===== config.mk =====
export PLATFORM = sky130hd
export DESIGN_NAME = srcal_seq
export DESIGN_NICKNAME = d
export VERILOG_FILES = /design/src/rtl/srcal_pkg.sv /design/src/rtl/srcal_tmr.sv /design/src/rtl/srcal_div.sv /design/src/rtl/srcal_round.sv /design/src/rtl/srcal_seq.sv
export SDC_FILE = /design/constraint.sdc
export NUM_CORES = 1
export LEC_CHECK = 0
export BUFFER_PORTS_ARGS = -buffer_cell sky130_fd_sc_hd__buf_4
export CAP_MARGIN = 40
export CORE_UTILIZATION = 60
export CTS_CLUSTER_DIAMETER = 120
export DETAILED_ROUTE_END_ITERATION = 10
export PLACE_DENSITY = 0.86
export SYNTH_ARGS = -nofsm -noshare
export SYNTH_HDL_FRONTEND = slang
export SYNTH_SLANG_ARGS = --single-unit

===== constraint.sdc =====
create_clock -name clk -period 4.3 [get_ports clk]
set_input_delay 0.43 -clock clk [delete_from_list [all_inputs] [get_ports clk]]
set_output_delay 0.43 -clock clk [all_outputs]
set_load 0.05 [all_outputs]

===== src/rtl/srcal_pkg.sv =====
package srcal_pkg;

   typedef enum logic [3:0] {
      ST_IDLE,
      ST_OSC_ON,
      ST_SETTLE,
      ST_FRK_ON,
      ST_CFG,
      ST_ARM,
      ST_POLL_RD,
      ST_POLL_WAIT,
      ST_RES_RD,
      ST_DISARM,
      ST_FRK_OFF,
      ST_DIV_GO,
      ST_DIV,
      ST_WR_CODE,
      ST_OSC_OFF,
      ST_DONE
   } seq_state_t;

   localparam logic [1:0] ADR_CFG  = 2'd0;
   localparam logic [1:0] ADR_FRK  = 2'd1;
   localparam logic [1:0] ADR_STAT = 2'd2;
   localparam logic [1:0] ADR_RES  = 2'd3;

   localparam int CFG_CNT_W  = 24;
   localparam int CFG_CH_LSB = 24;
   localparam int CFG_EN_BIT = 28;

endpackage


===== src/rtl/srcal_tmr.sv =====
module srcal_tmr #(
   parameter int W = 8
) (
   input  logic         clk,
   input  logic         rst_n,
   input  logic         ld_i,
   input  logic [W-1:0] val_i,
   output logic         exp_o
);

   logic [W-1:0] cnt_q;

   always_ff @(posedge clk or negedge rst_n) begin
      if (!rst_n)               cnt_q <= '0;
      else if (ld_i)            cnt_q <= val_i;
      else if (cnt_q != '0)     cnt_q <= cnt_q - W'(1);
   end

   assign exp_o = (cnt_q == '0);

   // the wait counter counts down one per cycle until it is reloaded
   a_r4_tmr_step: assert property (@(posedge clk) disable iff (!rst_n)
      (!ld_i && cnt_q != '0) |=> (cnt_q == $past(cnt_q) - W'(1)));

endmodule


===== src/rtl/srcal_div.sv =====
module srcal_div #(
   parameter int NUM_W = 20,
   parameter int DEN_W = 32
) (
   input  logic             clk,
   input  logic             rst_n,
   input  logic             go_i,
   input  logic [NUM_W-1:0] num_i,
   input  logic [DEN_W-1:0] den_i,
   output logic             busy_o,
   output logic             done_o,
   output logic [NUM_W-1:0] quot_o
);

   localparam int CNT_W = $clog2(NUM_W + 1);

   if (NUM_W < 2) begin : g_bad_num
      $error("srcal_div: NUM_W must be at least 2");
   end

   logic [NUM_W-1:0] acc_q;
   logic [DEN_W-1:0] rem_q;
   logic [DEN_W-1:0] den_q;
   logic [CNT_W-1:0] cnt_q;
   logic             busy_q;
   logic             done_q;

   logic [DEN_W:0]   shifted;
   logic [DEN_W:0]   diff;
   logic             fits;
   logic [DEN_W-1:0] rem_nxt;

   always_comb begin
      shifted = {rem_q, acc_q[NUM_W-1]};
      fits    = (shifted >= {1'b0, den_q});
      diff    = shifted - {1'b0, den_q};
      rem_nxt = fits ? diff[DEN_W-1:0] : shifted[DEN_W-1:0];
   end

   always_ff @(posedge clk or negedge rst_n) begin
      if (!rst_n) begin
         acc_q  <= '0;
         rem_q  <= '0;
         den_q  <= '0;
         cnt_q  <= '0;
         busy_q <= 1'b0;
         done_q <= 1'b0;
      end else begin
         done_q <= 1'b0;
         if (go_i && !busy_q) begin
            acc_q  <= num_i;
            rem_q  <= '0;
            den_q  <= den_i;
            cnt_q  <= CNT_W'(NUM_W);
            busy_q <= 1'b1;
         end else if (busy_q) begin
            acc_q <= {acc_q[NUM_W-2:0], fits};
            rem_q <= rem_nxt;
            cnt_q <= cnt_q - CNT_W'(1);
            if (cnt_q == CNT_W'(1)) begin
               busy_q <= 1'b0;
               done_q <= 1'b1;
            end
         end
      end
   end

   assign busy_o = busy_q;
   assign done_o = done_q;
   assign quot_o = acc_q;

   // a launch always starts a busy period, and completion is a single pulse
   a_r7_div_launch: assert property (@(posedge clk) disable iff (!rst_n)
      (go_i && !busy_q) |=> busy_o);
   a_r7_div_done_pulse: assert property (@(posedge clk) disable iff (!rst_n)
      done_o |=> !done_o);
   a_r7_div_done_idle: assert property (@(posedge clk) disable iff (!rst_n)
      done_o |-> !busy_o);

endmodule


===== src/rtl/srcal_round.sv =====
module srcal_round #(
   parameter int Q_W    = 20,
   parameter int CODE_W = 3,
   parameter int SR_DIV = 1000
) (
   input  logic [Q_W-1:0]    quot_i,
   output logic [CODE_W-1:0] code_o
);

   localparam int NSTEP = (1 << CODE_W) - 1;

   if (Q_W > 32) begin : g_bad_q
      $error("srcal_round: Q_W must not exceed 32");
   end
   if (SR_DIV < 2) begin : g_bad_div
      $error("srcal_round: SR_DIV must be at least 2");
   end

   logic [NSTEP-1:0] hit;

   for (genvar k = 1; k <= NSTEP; k++) begin : g_thr
      localparam int unsigned THR = k * SR_DIV - SR_DIV / 2;
      assign hit[k-1] = (32'(quot_i) >= THR);
   end

   // thresholds rise with k, so the hits form a thermometer; its population is the
   // rounded quotient, saturating at NSTEP
   always_comb begin
      code_o = '0;
      for (int i = 0; i < NSTEP; i++) code_o = code_o + CODE_W'(hit[i]);
   end

endmodule


===== src/rtl/srcal_seq.sv =====
module srcal_seq
   import srcal_pkg::*;
#(
   parameter int CHAN_W     = 2,
   parameter int DATA_W     = 32,
   parameter int CODE_W     = 3,
   parameter int DEF_CODE   = 4,
   parameter int FM_CYCLES  = 1024,
   parameter int REF_MHZ    = 26,
   parameter int SR_COEF    = 28,
   parameter int SR_DIV     = 1000,
   parameter int SETTLE_CYC = 100,
   parameter int POLL_CYC   = 1000,
   parameter int POLL_MAX   = 20
) (
   input  logic              clk,
   input  logic              rst_n,
   input  logic              start_i,
   input  logic [CHAN_W-1:0] port_idx_i,
   output logic              done_o,
   output logic              osc_en_o,
   output logic [CODE_W-1:0] code_o,
   output logic              reg_req_o,
   output logic              reg_we_o,
   output logic [1:0]        reg_addr_o,
   output logic [DATA_W-1:0] reg_wdata_o,
   input  logic              reg_ack_i,
   input  logic [DATA_W-1:0] reg_rdata_i
);

   localparam int NUMER   = FM_CYCLES * REF_MHZ * SR_COEF;
   localparam int NUM_W   = $clog2(NUMER + 1);
   localparam int WAITMAX = (SETTLE_CYC > POLL_CYC) ? SETTLE_CYC : POLL_CYC;
   localparam int TMR_W   = $clog2(WAITMAX + 1);
   localparam int PC_W    = $clog2(POLL_MAX + 1);
   localparam int CLAMP_Q = (1 << CODE_W) * SR_DIV - SR_DIV / 2;

   if (DATA_W < 32) begin : g_bad_data
      $error("srcal_seq: DATA_W must be at least 32");
   end
   if (CHAN_W < 1 || CHAN_W > CFG_EN_BIT - CFG_CH_LSB) begin : g_bad_chan
      $error("srcal_seq: CHAN_W out of range");
   end
   if (FM_CYCLES < 1 || FM_CYCLES >= (1 << CFG_CNT_W)) begin : g_bad_cnt
      $error("srcal_seq: FM_CYCLES does not fit the count field");
   end
   if (DEF_CODE >= (1 << CODE_W)) begin : g_bad_def
      $error("srcal_seq: DEF_CODE does not fit CODE_W");
   end
   if (POLL_MAX < 1 || SETTLE_CYC < 1 || POLL_CYC < 1) begin : g_bad_wait
      $error("srcal_seq: wait parameters must be positive");
   end

   seq_state_t        st_q, st_d;
   logic [CHAN_W-1:0] chan_q;
   logic              osc_q;
   logic [CODE_W-1:0] code_q;
   logic [PC_W-1:0]   poll_q;
   logic [DATA_W-1:0] res_q;

   logic              res_zero;
   logic              last_poll;
   logic              stat_valid;
   logic              tmr_ld;
   logic [TMR_W-1:0]  tmr_val;
   logic              tmr_exp;
   logic              div_go;
   logic              div_busy;
   logic              div_done;
   logic [NUM_W-1:0]  div_quot;
   logic [CODE_W-1:0] rnd_code;
   logic [DATA_W-1:0] cfg_word;

   assign res_zero   = (res_q == '0);
   assign last_poll  = (poll_q == PC_W'(POLL_MAX - 1));
   assign stat_valid = reg_rdata_i[0];

   always_comb begin
      cfg_word = '0;
      cfg_word[CFG_CNT_W-1:0]           = CFG_CNT_W'(FM_CYCLES);
      cfg_word[CFG_CH_LSB +: CHAN_W]    = chan_q;
   end

   // ---- bus request decode -------------------------------------------------
   always_comb begin
      reg_req_o   = 1'b0;
      reg_we_o    = 1'b0;
      reg_addr_o  = ADR_CFG;
      reg_wdata_o = '0;
      unique case (st_q)
         ST_FRK_ON:  begin reg_req_o = 1'b1; reg_we_o = 1'b1; reg_addr_o = ADR_FRK;
                           reg_wdata_o = DATA_W'(1); end
         ST_CFG:     begin reg_req_o = 1'b1; reg_we_o = 1'b1; reg_addr_o = ADR_CFG;
                           reg_wdata_o = cfg_word; end
         ST_ARM:     begin reg_req_o = 1'b1; reg_we_o = 1'b1; reg_addr_o = ADR_CFG;
                           reg_wdata_o = cfg_word | (DATA_W'(1) << CFG_EN_BIT); end
         ST_POLL_RD: begin reg_req_o = 1'b1; reg_addr_o = ADR_STAT; end
         ST_RES_RD:  begin reg_req_o = 1'b1; reg_addr_o = ADR_RES; end
         ST_DISARM:  begin reg_req_o = 1'b1; reg_we_o = 1'b1; reg_addr_o = ADR_CFG;
                           reg_wdata_o = cfg_word; end
         ST_FRK_OFF: begin reg_req_o = 1'b1; reg_we_o = 1'b1; reg_addr_o = ADR_FRK; end
         default: ;
      endcase
   end

   // ---- wait timer control -------------------------------------------------
   always_comb begin
      tmr_ld  = 1'b0;
      tmr_val = TMR_W'(SETTLE_CYC);
      if (st_q == ST_OSC_ON) begin
         tmr_ld = 1'b1;
      end else if (st_q == ST_POLL_RD && reg_ack_i && !stat_valid && !last_poll) begin
         tmr_ld  = 1'b1;
         tmr_val = TMR_W'(POLL_CYC);
      end
   end

   assign div_go = (st_q == ST_DIV_GO) && !res_zero;

   // ---- next state ---------------------------------------------------------
   always_comb begin
      st_d = st_q;
      unique case (st_q)
         ST_IDLE:      if (start_i) st_d = ST_OSC_ON;
         ST_OSC_ON:    st_d = ST_SETTLE;
         ST_SETTLE:    if (tmr_exp) st_d = ST_FRK_ON;
         ST_FRK_ON:    if (reg_ack_i) st_d = ST_CFG;
         ST_CFG:       if (reg_ack_i) st_d = ST_ARM;
         ST_ARM:       if (reg_ack_i) st_d = ST_POLL_RD;
         ST_POLL_RD:   if (reg_ack_i) st_d = (stat_valid || last_poll) ? ST_RES_RD : ST_POLL_WAIT;
         ST_POLL_WAIT: if (tmr_exp) st_d = ST_POLL_RD;
         ST_RES_RD:    if (reg_ack_i) st_d = ST_DISARM;
         ST_DISARM:    if (reg_ack_i) st_d = ST_FRK_OFF;
         ST_FRK_OFF:   if (reg_ack_i) st_d = ST_DIV_GO;
         ST_DIV_GO:    st_d = res_zero ? ST_WR_CODE : ST_DIV;
         ST_DIV:       if (div_done) st_d = ST_WR_CODE;
         ST_WR_CODE:   st_d = ST_OSC_OFF;
         ST_OSC_OFF:   st_d = ST_DONE;
         ST_DONE:      st_d = ST_IDLE;
         default:      st_d = ST_IDLE;
      endcase
   end

   // ---- state and data registers -------------------------------------------
   always_ff @(posedge clk or negedge rst_n) begin
      if (!rst_n) begin
         st_q   <= ST_IDLE;
         chan_q <= '0;
         osc_q  <= 1'b0;
         code_q <= CODE_W'(DEF_CODE);
         poll_q <= '0;
         res_q  <= '0;
      end else begin
         st_q <= st_d;
         if (st_q == ST_IDLE && start_i) chan_q <= port_idx_i;
         if (st_q == ST_OSC_ON)  osc_q <= 1'b1;
         if (st_q == ST_OSC_OFF) osc_q <= 1'b0;
         if (st_q == ST_ARM) poll_q <= '0;
         else if (st_q == ST_POLL_RD && reg_ack_i) poll_q <= poll_q + PC_W'(1);
         if (st_q == ST_RES_RD && reg_ack_i) res_q <= reg_rdata_i;
         if (st_q == ST_WR_CODE) code_q <= res_zero ? CODE_W'(DEF_CODE) : rnd_code;
      end
   end

   assign osc_en_o = osc_q;
   assign code_o   = code_q;
   assign done_o   = (st_q == ST_DONE);

   srcal_tmr #(.W(TMR_W)) u_tmr (
      .clk   (clk),
      .rst_n (rst_n),
      .ld_i  (tmr_ld),
      .val_i (tmr_val),
      .exp_o (tmr_exp)
   );

   srcal_div #(.NUM_W(NUM_W), .DEN_W(DATA_W)) u_div (
      .clk    (clk),
      .rst_n  (rst_n),
      .go_i   (div_go),
      .num_i  (NUM_W'(NUMER)),
      .den_i  (res_q),
      .busy_o (div_busy),
      .done_o (div_done),
      .quot_o (div_quot)
   );

   srcal_round #(.Q_W(NUM_W), .CODE_W(CODE_W), .SR_DIV(SR_DIV)) u_round (
      .quot_i (div_quot),
      .code_o (rnd_code)
   );

   // ---- assertions ---------------------------------------------------------
   a_r2_req_hold: assert property (@(posedge clk) disable iff (!rst_n)
      (reg_req_o && !reg_ack_i) |=> (reg_req_o && $stable(reg_addr_o)
                                     && $stable(reg_we_o) && $stable(reg_wdata_o)));
   a_r6_bus_in_window: assert property (@(posedge clk) disable iff (!rst_n)
      reg_req_o |-> osc_en_o);
   a_r7_div_quiet: assert property (@(posedge clk) disable iff (!rst_n)
      div_busy |-> !reg_req_o);
   a_r8_zero_default: assert property (@(posedge clk) disable iff (!rst_n)
      (st_q == ST_WR_CODE && res_zero) |=> (code_o == CODE_W'(DEF_CODE)));
   a_r9_clamp: assert property (@(posedge clk) disable iff (!rst_n)
      (st_q == ST_WR_CODE && !res_zero && 32'(div_quot) >= CLAMP_Q) |=> (code_o == '1));
   a_r10_done_pulse: assert property (@(posedge clk) disable iff (!rst_n)
      done_o |=> !done_o);
   a_r10_osc_before_done: assert property (@(posedge clk) disable iff (!rst_n)
      done_o |-> (!osc_en_o && $past(osc_en_o)));
   a_r11_chan_hold: assert property (@(posedge clk) disable iff (!rst_n)
      (st_q != ST_IDLE) |=> $stable(chan_q));
   a_r12_code_hold: assert property (@(posedge clk) disable iff (!rst_n)
      (st_q != ST_WR_CODE) |=> $stable(code_o));

endmodule


==> results of run 1 <==
area by class of cell:
type / instances / area (um2) / area share (%)
timing repair buffer: 61 / 492 / 4.94
clock buffer: 18 / 439 / 4.41
clock inverter: 14 / 200 / 2.01
tap: 184 / 230 / 2.31
multi-input combinational: 668 / 4690 / 47.1
inverter: 52 / 195 / 1.96
sequential: 148 / 3710 / 37.2
synth_stat cells (all sizes together) (9+ instances only):
cell type	n
a21oi	50
xnor2	19
dfrtp	147
inv	52
nor2	55
nand3	17
nor2b	9
clkbuf	34
a22o	20
ha	39
a21o	13
nor4	15
xor2	24
nor3	16
o21ai	58
nand2	95
mux2	85
nand2b	10
mux2i	12
a31oi	9
buf	36
sequential cells by signal, indices dropped and copies added, names as in the netlist, 4 cells and up:
register      cells
res_q            32
u_div.den_q      32
u_div.rem_q      32
u_div.quot_o     20
u_tmr.cnt_q      10
poll_q            5
u_div.cnt_q       5
st_q              4
metal layers:
metal  GRT usage, %  vias to the layer above  part of all wire [%]
met3           5.26                       38                   4.7
li1               -                     3241                     -
met1           33.7                     3374                    43
met2           44.8                      214                    50
met4           9.86                        0                   2.2
met5              0                        -                     0
worst max path at each step:
| stage | depth (start not counted) | startpoint | slack (ns) | to |
|---|---|---|---|---|
| after detailed placement | 13 | u_div.quot_o[17] | 0.20 | code_o[2] |
| after global routing | 13 | u_div.quot_o[16] | 0.03 | code_o[2] |
| after CTS | 13 | u_div.quot_o[17] | 0.18 | code_o[2] |
| after global placement | 13 | u_div.quot_o[17] | 0.31 | code_o[2] |
| after floorplan | 13 | u_div.quot_o[17] | 0.35 | code_o[2] |
| final | 13 | u_div.quot_o[17] | 0.34 | code_o[2] |
stage by stage:
| step | cells | area [um2] | hold WS, ns | utilization, % | worst slack, ns |
|---|---|---|---|---|---|
| after floorplan | 938 | 8960 | 0.134 | - | 0.354 |
| after global placement | 1111 | 9270 | 0.450 | 64.0 | 0.312 |
| after detailed placement | 1113 | 9300 | 0.447 | 64.2 | 0.200 |
| after CTS | 1145 | 9940 | 0.120 | 68.7 | 0.183 |
| after global routing | 1145 | 9950 | 0.145 | 68.7 | 0.0258 |
| final | 1145 | 9950 | 0.0584 | 68.7 | 0.343 |
worst reg2reg max path, cell delays in order, from the launching register on:
cell and delay, ns:
dfrtp_1 0.38, or4_1 0.55, nor4_2 0.23, nor2b_2 0.25, o311ai_0 0.16, ha_1 0.36, fa_1 0.51, fa_1 0.55
ha_1 0.14, inv_1 0.05, fa_1 0.37, xnor2_1 0.13, o21ai_0 0.14, nand2_1 0.07
logic make-up after synthesis:
family                   count (synthesis)  share of synthesized area (%)
XOR/XNOR                                43                           4.25
buffers and inverters                  122                           6.57
other                                    1                         0.0423
adder cells (fa/ha/maj)                 43                           6.41
AO/OA/AOI/OAI                          196                           14.6
multiplexers                            97                           12.2
AND/OR/NAND/NOR                        262                           14.2
flip-flops                             148                           41.8
repair_timing:
action	in CTS	in global routing
setup endpoints to repair	0	2
resized for setup	0	2
hold endpoints to repair	0	0
buffers inserted	0	0
==> impl_results.md, run 1 <==
* Worst Path Arrival at 4.32 ns
* Synthesized flop and latch total at 148
* Worst slew pin tran at about 0.85 ns
* Antenna viol nets, final at 0
* Worst-path cell chain: or4_1, nor4_2, nor2b_2, o311ai_0, ha_1, fa_1, fa_1, ha_1, inv_1, fa_1, xnor2_1, o21ai_0, nand2_1
* First-pass GRT wire length at 31500 um
* Tmin final at 3.96 ns
* Clk slew on worst S/H paths at ~0.060 ns
* Fraction of layout cells with a size suffix above 1 at 18.5%
* Rel. slew slack at 43.1%
* CP startpoint kind: flop
* CP bufs+invs at 1
* Fin. max-slew vios at 0
* Crit path max fanout at 4
* Via count of the first global-routing pass at around 6700
* Dpl hpwl at 12700 um
* Critical Path Sink Type: flop
* Worst path slowest cell: or4_1
* Highest-count cells in the layout ignoring fill and taps: 146 x dfrtp_1, 94 x nand2_1, 72 x mux2_2, 57 x buf_4, 56 x o21ai_0
* Reg2reg end: code_o[2]
* Clk sinks at 148
* GRT Residual Overflow at 0
* Die extent in x at between 100 and 150 um
* Post-synth ARST share at 100%
* DRC violations left at 0
* R2R Path Start: u_div.quot_o[17]
* R2r setup slk at 0.34 ns
* Synth cell types at 64
* TritonCTS Buffers at 17
* Die Area at 0.0153 mm2
* TritonCTS clock tree: done
* Synth area leaders: dfrtp_1 42%, mux2_2 9.1%, ha_1 5.5%
* Routed vias at ~7000
* Top cell family by delay on the critical path: adder cells
* Initial Util at 61.2%
* P&R area growth vs syn at 12.3%
* Antenna violations before repair at 0
* Cells after Synth at around 900
* Yosys top cell area share at between 40% and 50%
* Drt first-iter violations at 466
* Syn Area/Cell at about 10 um2
* Tot GR Track Use at 26.5%
* Site row count at 44
* Chip height at 124 um
* # nets final at 1029
* Largest net degree at the start of global routing at between 90 and 100
* Final period utilization at a little over 90%
* Clock root buffer: clkbuf_16
* Worst EP required at ~4.7 ns
* Cell taking the most area after synthesis: dfrtp_1
* H-Tree Depth at 4
* Cell mode on critical path: fa_1
* Vias per cell at 6.00
* Crit path kind: flop to flop
* Final TNS setup at 0 ns
* F_max at 253 MHz
* Number of flops mapped to enable cells by yosys at 0
* Port-buffer cells at slightly above 50
* Synthesis Warnings at 0
* Netlist area before placement at 0.00886 mm2
* Clock Skew at 0.0103 ns
* Sequential area share after synthesis at a little over two fifths
* Top FF cell, synth: dfrtp_1
* WL per Instance at 16.4 um
* # fillers at around 1000
* Reg2Reg Depth at 13
* Routability-driven placement congestion ratio at 0.873
* Worst Hold Class: input pin to asynchronous set/reset pin
* Pre-Repair DR Iteration Count at 5
* Peak per-stage delay on the critical path at between 0.5 and 0.6 ns
* ANT cells at 0
* WL final at between 15000 and 20000 um
* Fin. Hold Viols at 0
* Io pins at 79
* Status: completed
* Core box area at 0.0145 mm2
* Final setup vio count at 0
* RSZ-0062 raised after global routing: false
* CTS Hold Bufs at 0
* Max_cap viols at 0
* Most common cell after layout, fill and taps aside: dfrtp_1
* Worst-skew pair later-pin latency at between 0.4 and 0.5 ns
* CTS max path bufs at 2
Power of run 1 is left out: the tool's default activity adds up to more than one toggle a clock period on the data nets, which glitch-free logic cannot reach.
==> run 2: changes to the inputs <==
clock period = 4.9 ns   (was 4.3 ns; I/O delays follow)
==> run 2 against run 1 <==
  * Sequential share of layout area is 0.17 points higher
  * Hold slack improved by 0.22 ns
  * First-iteration DRC count grew 3.2%
  * Fmax decreased by 6.6%
  * Clock skew grew 0.0050 ns
  * Critical path depth is the same
  * Clock-buffer cell count is 2 higher
  * Global-route usage up 0.30 points
  * Sequential cell count unchanged
  * Critical path type unchanged
==> impl_results.md, run 2 (synthesis results as in run 1) <==
* Final period utilization at 86.5% (-5.5 points)
* Reg area at 0.00371 mm2 (unchanged)
* Hold slack at 0.283 ns (+0.224 ns)
* ANT cells at 0 (unchanged)
* Antenna violations before repair at 0 (unchanged)
* GRT Residual Overflow at 0 (unchanged)
* Worst slew pin tran at 0.784 ns (-0.0693 ns)
* Clk sinks at 148 (unchanged)
* Clock root buffer: clkbuf_16
* Fraction of layout cells with a size suffix above 1 at 18.3% (-0.23 points)
* R2r setup slk at 0.66 ns (+0.32 ns)
* Dpl cells at 1113 (unchanged)
* Port-buffer cells at 51 (unchanged)
* Tmin final at 4.24 ns (+0.280 ns)
* Initial Util at 61.2% (unchanged)
* TritonCTS clock tree: done
* First-pass GRT wire length at 31700 um (+0.74%)
* Post-CTS Setup Bufs at 0 (unchanged)
* Reg2Reg Depth at 13 (unchanged)
* Status: completed
* CP startpoint kind: flop
* F_max at 236 MHz (-6.6%)
* Reg2reg end: code_o[2]
* Via count of the first global-routing pass at 6712 (+0.72%)
* RSZ-0062 raised after global routing: false
* Final setup vio count at 0 (unchanged)
* R2R Path Start: u_div.quot_o[17]
* Clock Skew at 0.0153 ns (+0.00502 ns)
* Fin. max-slew vios at 0 (unchanged)
* Routability-driven placement congestion ratio at 0.883 (+1.1%)
* Highest-count cells in the layout ignoring fill and taps: 146 x dfrtp_1, 94 x nand2_1, 72 x mux2_2, 57 x buf_4, 56 x o21ai_0
* Resize count post-CTS at 0 (unchanged)
* Worst Path Arrival at 4.59 ns (+0.27 ns)
* Non-filler cells, final at 1146 (+0.087%)
* Largest net degree at the start of global routing at 89 (-3.3%)
* CTS max path bufs at 2 (unchanged)
* Hold path start: reg_rdata_i[14]
* Multi-input combinational cell area at 0.00468 mm2 (-0.19%)
* CTS Hold Bufs at 1 (+1)
* Max_cap viols at 0 (unchanged)
* Tot GR Track Use at 26.8% (+0.30 points)
* Die extent in x at 124 um (unchanged)
* Final TNS setup at 0 ns (unchanged)
* Critical Path Sink Type: flop
* WL final at 18900 um (+0.84%)
* P&R area growth vs syn at 11.8%
* Pre-Repair DR Iteration Count at 5 (unchanged)
* TritonCTS Buffers at 17 (unchanged)
* Clk slew on worst S/H paths at 0.07 ns (about the same)
* Hold endpoint: res_q[14]
* WL per Instance at 16.5 um (+0.75%)
* H-Tree Depth at 4 (unchanged)
* Site row count at 44 (unchanged)
* Core box area at 0.0145 mm2 (unchanged)
* Worst-skew pair later-pin latency at 0.43 ns (about the same)
* Worst EP required at 5.25 ns (+0.59 ns)
* Worst Hold Class: input pin to flop
* Antenna viol nets, final at 0 (unchanged)
* Chip height at 124 um (unchanged)
* Die Area at 0.0153 mm2 (unchanged)
* Top Registers: res_q (32), u_div.den_q (32), u_div.rem_q (32)
* Routed vias at 6833 (-0.50%)
* Fin. Hold Viols at 0 (unchanged)
* Most common cell after layout, fill and taps aside: dfrtp_1
* # nets final at 1030 (+0.097%)
* Vias per cell at 5.96 (-0.58%)
* Crit path kind: flop to flop
* Hold path cells at 2
* DRC violations left at 0 (unchanged)
* # fillers at 1113 (+6.1%)
* Rel. slew slack at 47.7% (+4.7 points)
* Io pins at 79 (unchanged)
* Drt first-iter violations at 481 (+3.2%)
* Dpl hpwl at 13100 um (+3.5%)
* Crit path max fanout at 4 (unchanged)
[run 2: how the worst max path moves through the flow]
stage / to / slack (ns) / depth (start not counted) / startpoint
6_report: code_o[2] / 0.66 / 13 / u_div.quot_o[17]
5_1_grt: code_o[2] / 0.37 / 13 / u_div.quot_o[17]
4_1_cts: code_o[2] / 0.66 / 13 / u_div.quot_o[17]
3_5_place_dp: code_o[2] / 0.67 / 13 / u_div.quot_o[17]
3_3_place_gp: code_o[2] / 0.80 / 13 / u_div.quot_o[17]
2_1_floorplan: code_o[2] / 0.95 / 13 / u_div.quot_o[17]
[run 2: per-stage QoR]
stage                     util, %  instance area (um2)  setup WS (ns)
after floorplan                 -                 8960          0.954
after global placement       63.9                 9250          0.799
after detailed placement     64.3                 9310          0.670
after CTS                    68.4                 9910          0.659
after global routing         68.4                 9910          0.369
final                        68.4                 9910          0.662
[run 2: cell type report]
cell class | instances | area share (%)
Tap cell | 184 | 2.32
Clock buffer | 20 | 4.71
Timing Repair Buffer | 62 | 5.14
Clock inverter | 12 | 1.20
Inverter | 52 | 1.97
Sequential cell | 148 | 37.4
Multi-Input combinational cell | 668 | 47.2
[run 2: critical path, stage by stage (launching register included)]
cell	delay [ns]
dfrtp_1	0.39
or4_1	0.54
nor4_1	0.42
nor2b_1	0.31
o311ai_0	0.19
ha_1	0.35
fa_1	0.52
fa_1	0.55
ha_1	0.14
inv_1	0.05
fa_1	0.37
xnor2_1	0.13
o21ai_0	0.14
nand2_1	0.07
[run 2: per-layer routing]
layer  GRT usage, %  up-vias  part of all wire (%)
met5              0        -                     0
met4           10.3        0                   2.1
met3           5.77       40                   4.5
met2           45.0      205                    50
met1           34.0     3357                    43
li1               -     3231                     -
Power of run 2 is left out for the same reason.
==> run 3: changes to the inputs <==
PLACE_DENSITY = 0.88   (was 0.86)
==> run 3 against run 2 <==
  * First-iteration DRC count grew 1.9%
  * Clock skew is 0.0080 ns lower
  * Register-to-register slack got worse by 0.14 ns
  * Utilization increased by 0.069 points
  * Critical endpoint unchanged
==> impl_results.md, run 3 (synthesis results as in run 1) <==
* Fin. Hold Viols at 0 (unchanged)
* Chip height at 124 um (unchanged)
* Tot GR Track Use at 27.5% (+0.70 points)
* Worst-skew pair later-pin latency at 0.43 ns (about the same)
* ANT cells at 0 (unchanged)
* Max_cap viols at 0 (unchanged)
* Drt first-iter violations at 490 (+1.9%)
* Top Registers: res_q (32), u_div.den_q (32), u_div.rem_q (32)
* Initial Util at 61.2% (unchanged)
* Final TNS setup at 0 ns (unchanged)
* Critical Path Sink Type: flop
* Clock root buffer: clkbuf_16
* Rel. slew slack at 45.3% (-2.5 points)
* Fraction of layout cells with a size suffix above 1 at 18.2% (-0.085 points)
* # fillers at 1075 (-3.4%)
* Antenna violations before repair at 0 (unchanged)
* F_max at 228 MHz (-3.2%)
* Tmin final at 4.38 ns (+0.140 ns)
* CTS max path bufs at 2 (unchanged)
* GRT Residual Overflow at 0 (unchanged)
* Final setup vio count at 0 (unchanged)
* Worst EP required at 5.25 ns (about the same)
* Clk slew on worst S/H paths at 0.06 ns (about the same)
* Post-CTS Setup Bufs at 0 (unchanged)
* Port-buffer cells at 51 (unchanged)
* Clock Skew at 0.00731 ns (-0.00802 ns)
* Core box area at 0.0145 mm2 (unchanged)
* # nets final at 1029 (-0.097%)
* Worst Hold Class: input pin to asynchronous set/reset pin
* Multi-input combinational cell area at 0.00468 mm2 (unchanged)
* Final period utilization at 89.3% (+2.9 points)
* Vias per cell at 6.11 (+2.4%)
* Pre-Repair DR Iteration Count at 6 (+1)
* Die Area at 0.0153 mm2 (unchanged)
* Dpl hpwl at 12800 um (-2.2%)
* Resize count post-CTS at 0 (unchanged)
* Worst slew pin tran at 0.821 ns (+0.0368 ns)
* Highest-count cells in the layout ignoring fill and taps: 146 x dfrtp_1, 94 x nand2_1, 72 x mux2_2, 58 x buf_4, 56 x o21ai_0
* Die extent in x at 124 um (unchanged)
* Hold slack at 0.00287 ns (-0.280 ns)
* WL per Instance at 17.1 um (+3.7%)
* First-pass GRT wire length at 32500 um (+2.4%)
* Via count of the first global-routing pass at 6842 (+1.9%)
* Clk sinks at 148 (unchanged)
* Site row count at 44 (unchanged)
* TritonCTS Buffers at 17 (unchanged)
* Most common cell after layout, fill and taps aside: dfrtp_1
* H-Tree Depth at 4 (unchanged)
* Io pins at 79 (unchanged)
* Worst Path Arrival at 4.73 ns (+0.14 ns)
* Largest net degree at the start of global routing at 81 (-9.0%)
* P&R area growth vs syn at 11.9%
* Fin. max-slew vios at 0 (unchanged)
* Reg area at 0.00371 mm2 (unchanged)
* Antenna viol nets, final at 0 (unchanged)
* Routed vias at 6993 (+2.3%)
* WL final at 19600 um (+3.6%)
* CTS Hold Bufs at 0 (-1)
* Routability-driven placement congestion ratio at 0.916 (+3.7%)
* CP startpoint kind: flop
* RSZ-0062 raised after global routing: false
* Crit path kind: flop to flop
* Crit path max fanout at 4 (unchanged)
* Status: completed
* DRC violations left at 0 (unchanged)
* TritonCTS clock tree: done
## run 3: worst max-delay path, stage by stage, from the launching register on
cell and delay, ns:
dfrtp_1 0.39, or4_1 0.54, nor4_1 0.44, nor2b_1 0.31
o311ai_0 0.19, ha_1 0.37, fa_1 0.52, fa_1 0.55
ha_1 0.15, inv_1 0.05, fa_1 0.40, xnor2_1 0.14
o21ai_0 0.19, nand2_1 0.08
## run 3: layer usage
| metal | part of all wire (%) | vias to the layer above | routed length, um | track usage (%) |
|---|---|---|---|---|
| met5 | 0 | - | 0 | 0 |
| met4 | 3.0 | 0 | 591 | 13.0 |
| met3 | 4.8 | 61 | 941 | 6.27 |
| met2 | 50 | 274 | 9800 | 46.5 |
| met1 | 42 | 3429 | 8230 | 33.4 |
| li1 | - | 3229 | - | - |
## run 3: layout make-up
class	count	area share, %
clock buffers	20	4.61
clock inverters	12	1.78
inverters	52	1.97
multi-input cells	668	47.2
flip-flops and latches	148	37.4
well taps	184	2.32
repair buffers	61	4.76
## run 3: final timing paths
check | start | to | slack, ns | cells after the start
max | u_div.quot_o[17] | code_o[2] | 0.52 | 13
min | rst_n | u_tmr.cnt_q[0] | 0.003 | 1
max reg2reg | u_div.quot_o[17] | code_o[2] | 0.52 | 13
min reg2reg | code_o[2] | code_o[2] | 0.47 | 2
max in group asynchronous | rst_n | u_div.den_q[13] | 3.88 | 2
min in group clk | reg_rdata_i[20] | res_q[20] | 0.29 | 2
## run 3: per-stage QoR
| step | util [%] | std cells | area, um2 | setup WS (ns) |
|---|---|---|---|---|
| after floorplan | - | 938 | 8960 | 0.954 |
| after global placement | 63.9 | 1111 | 9260 | 0.803 |
| after detailed placement | 64.1 | 1113 | 9280 | 0.634 |
| after CTS | 68.5 | 1145 | 9920 | 0.549 |
| after global routing | 68.5 | 1145 | 9920 | 0.194 |
| final | 68.5 | 1145 | 9920 | 0.522 |
Power of run 3 is left out for the same reason.
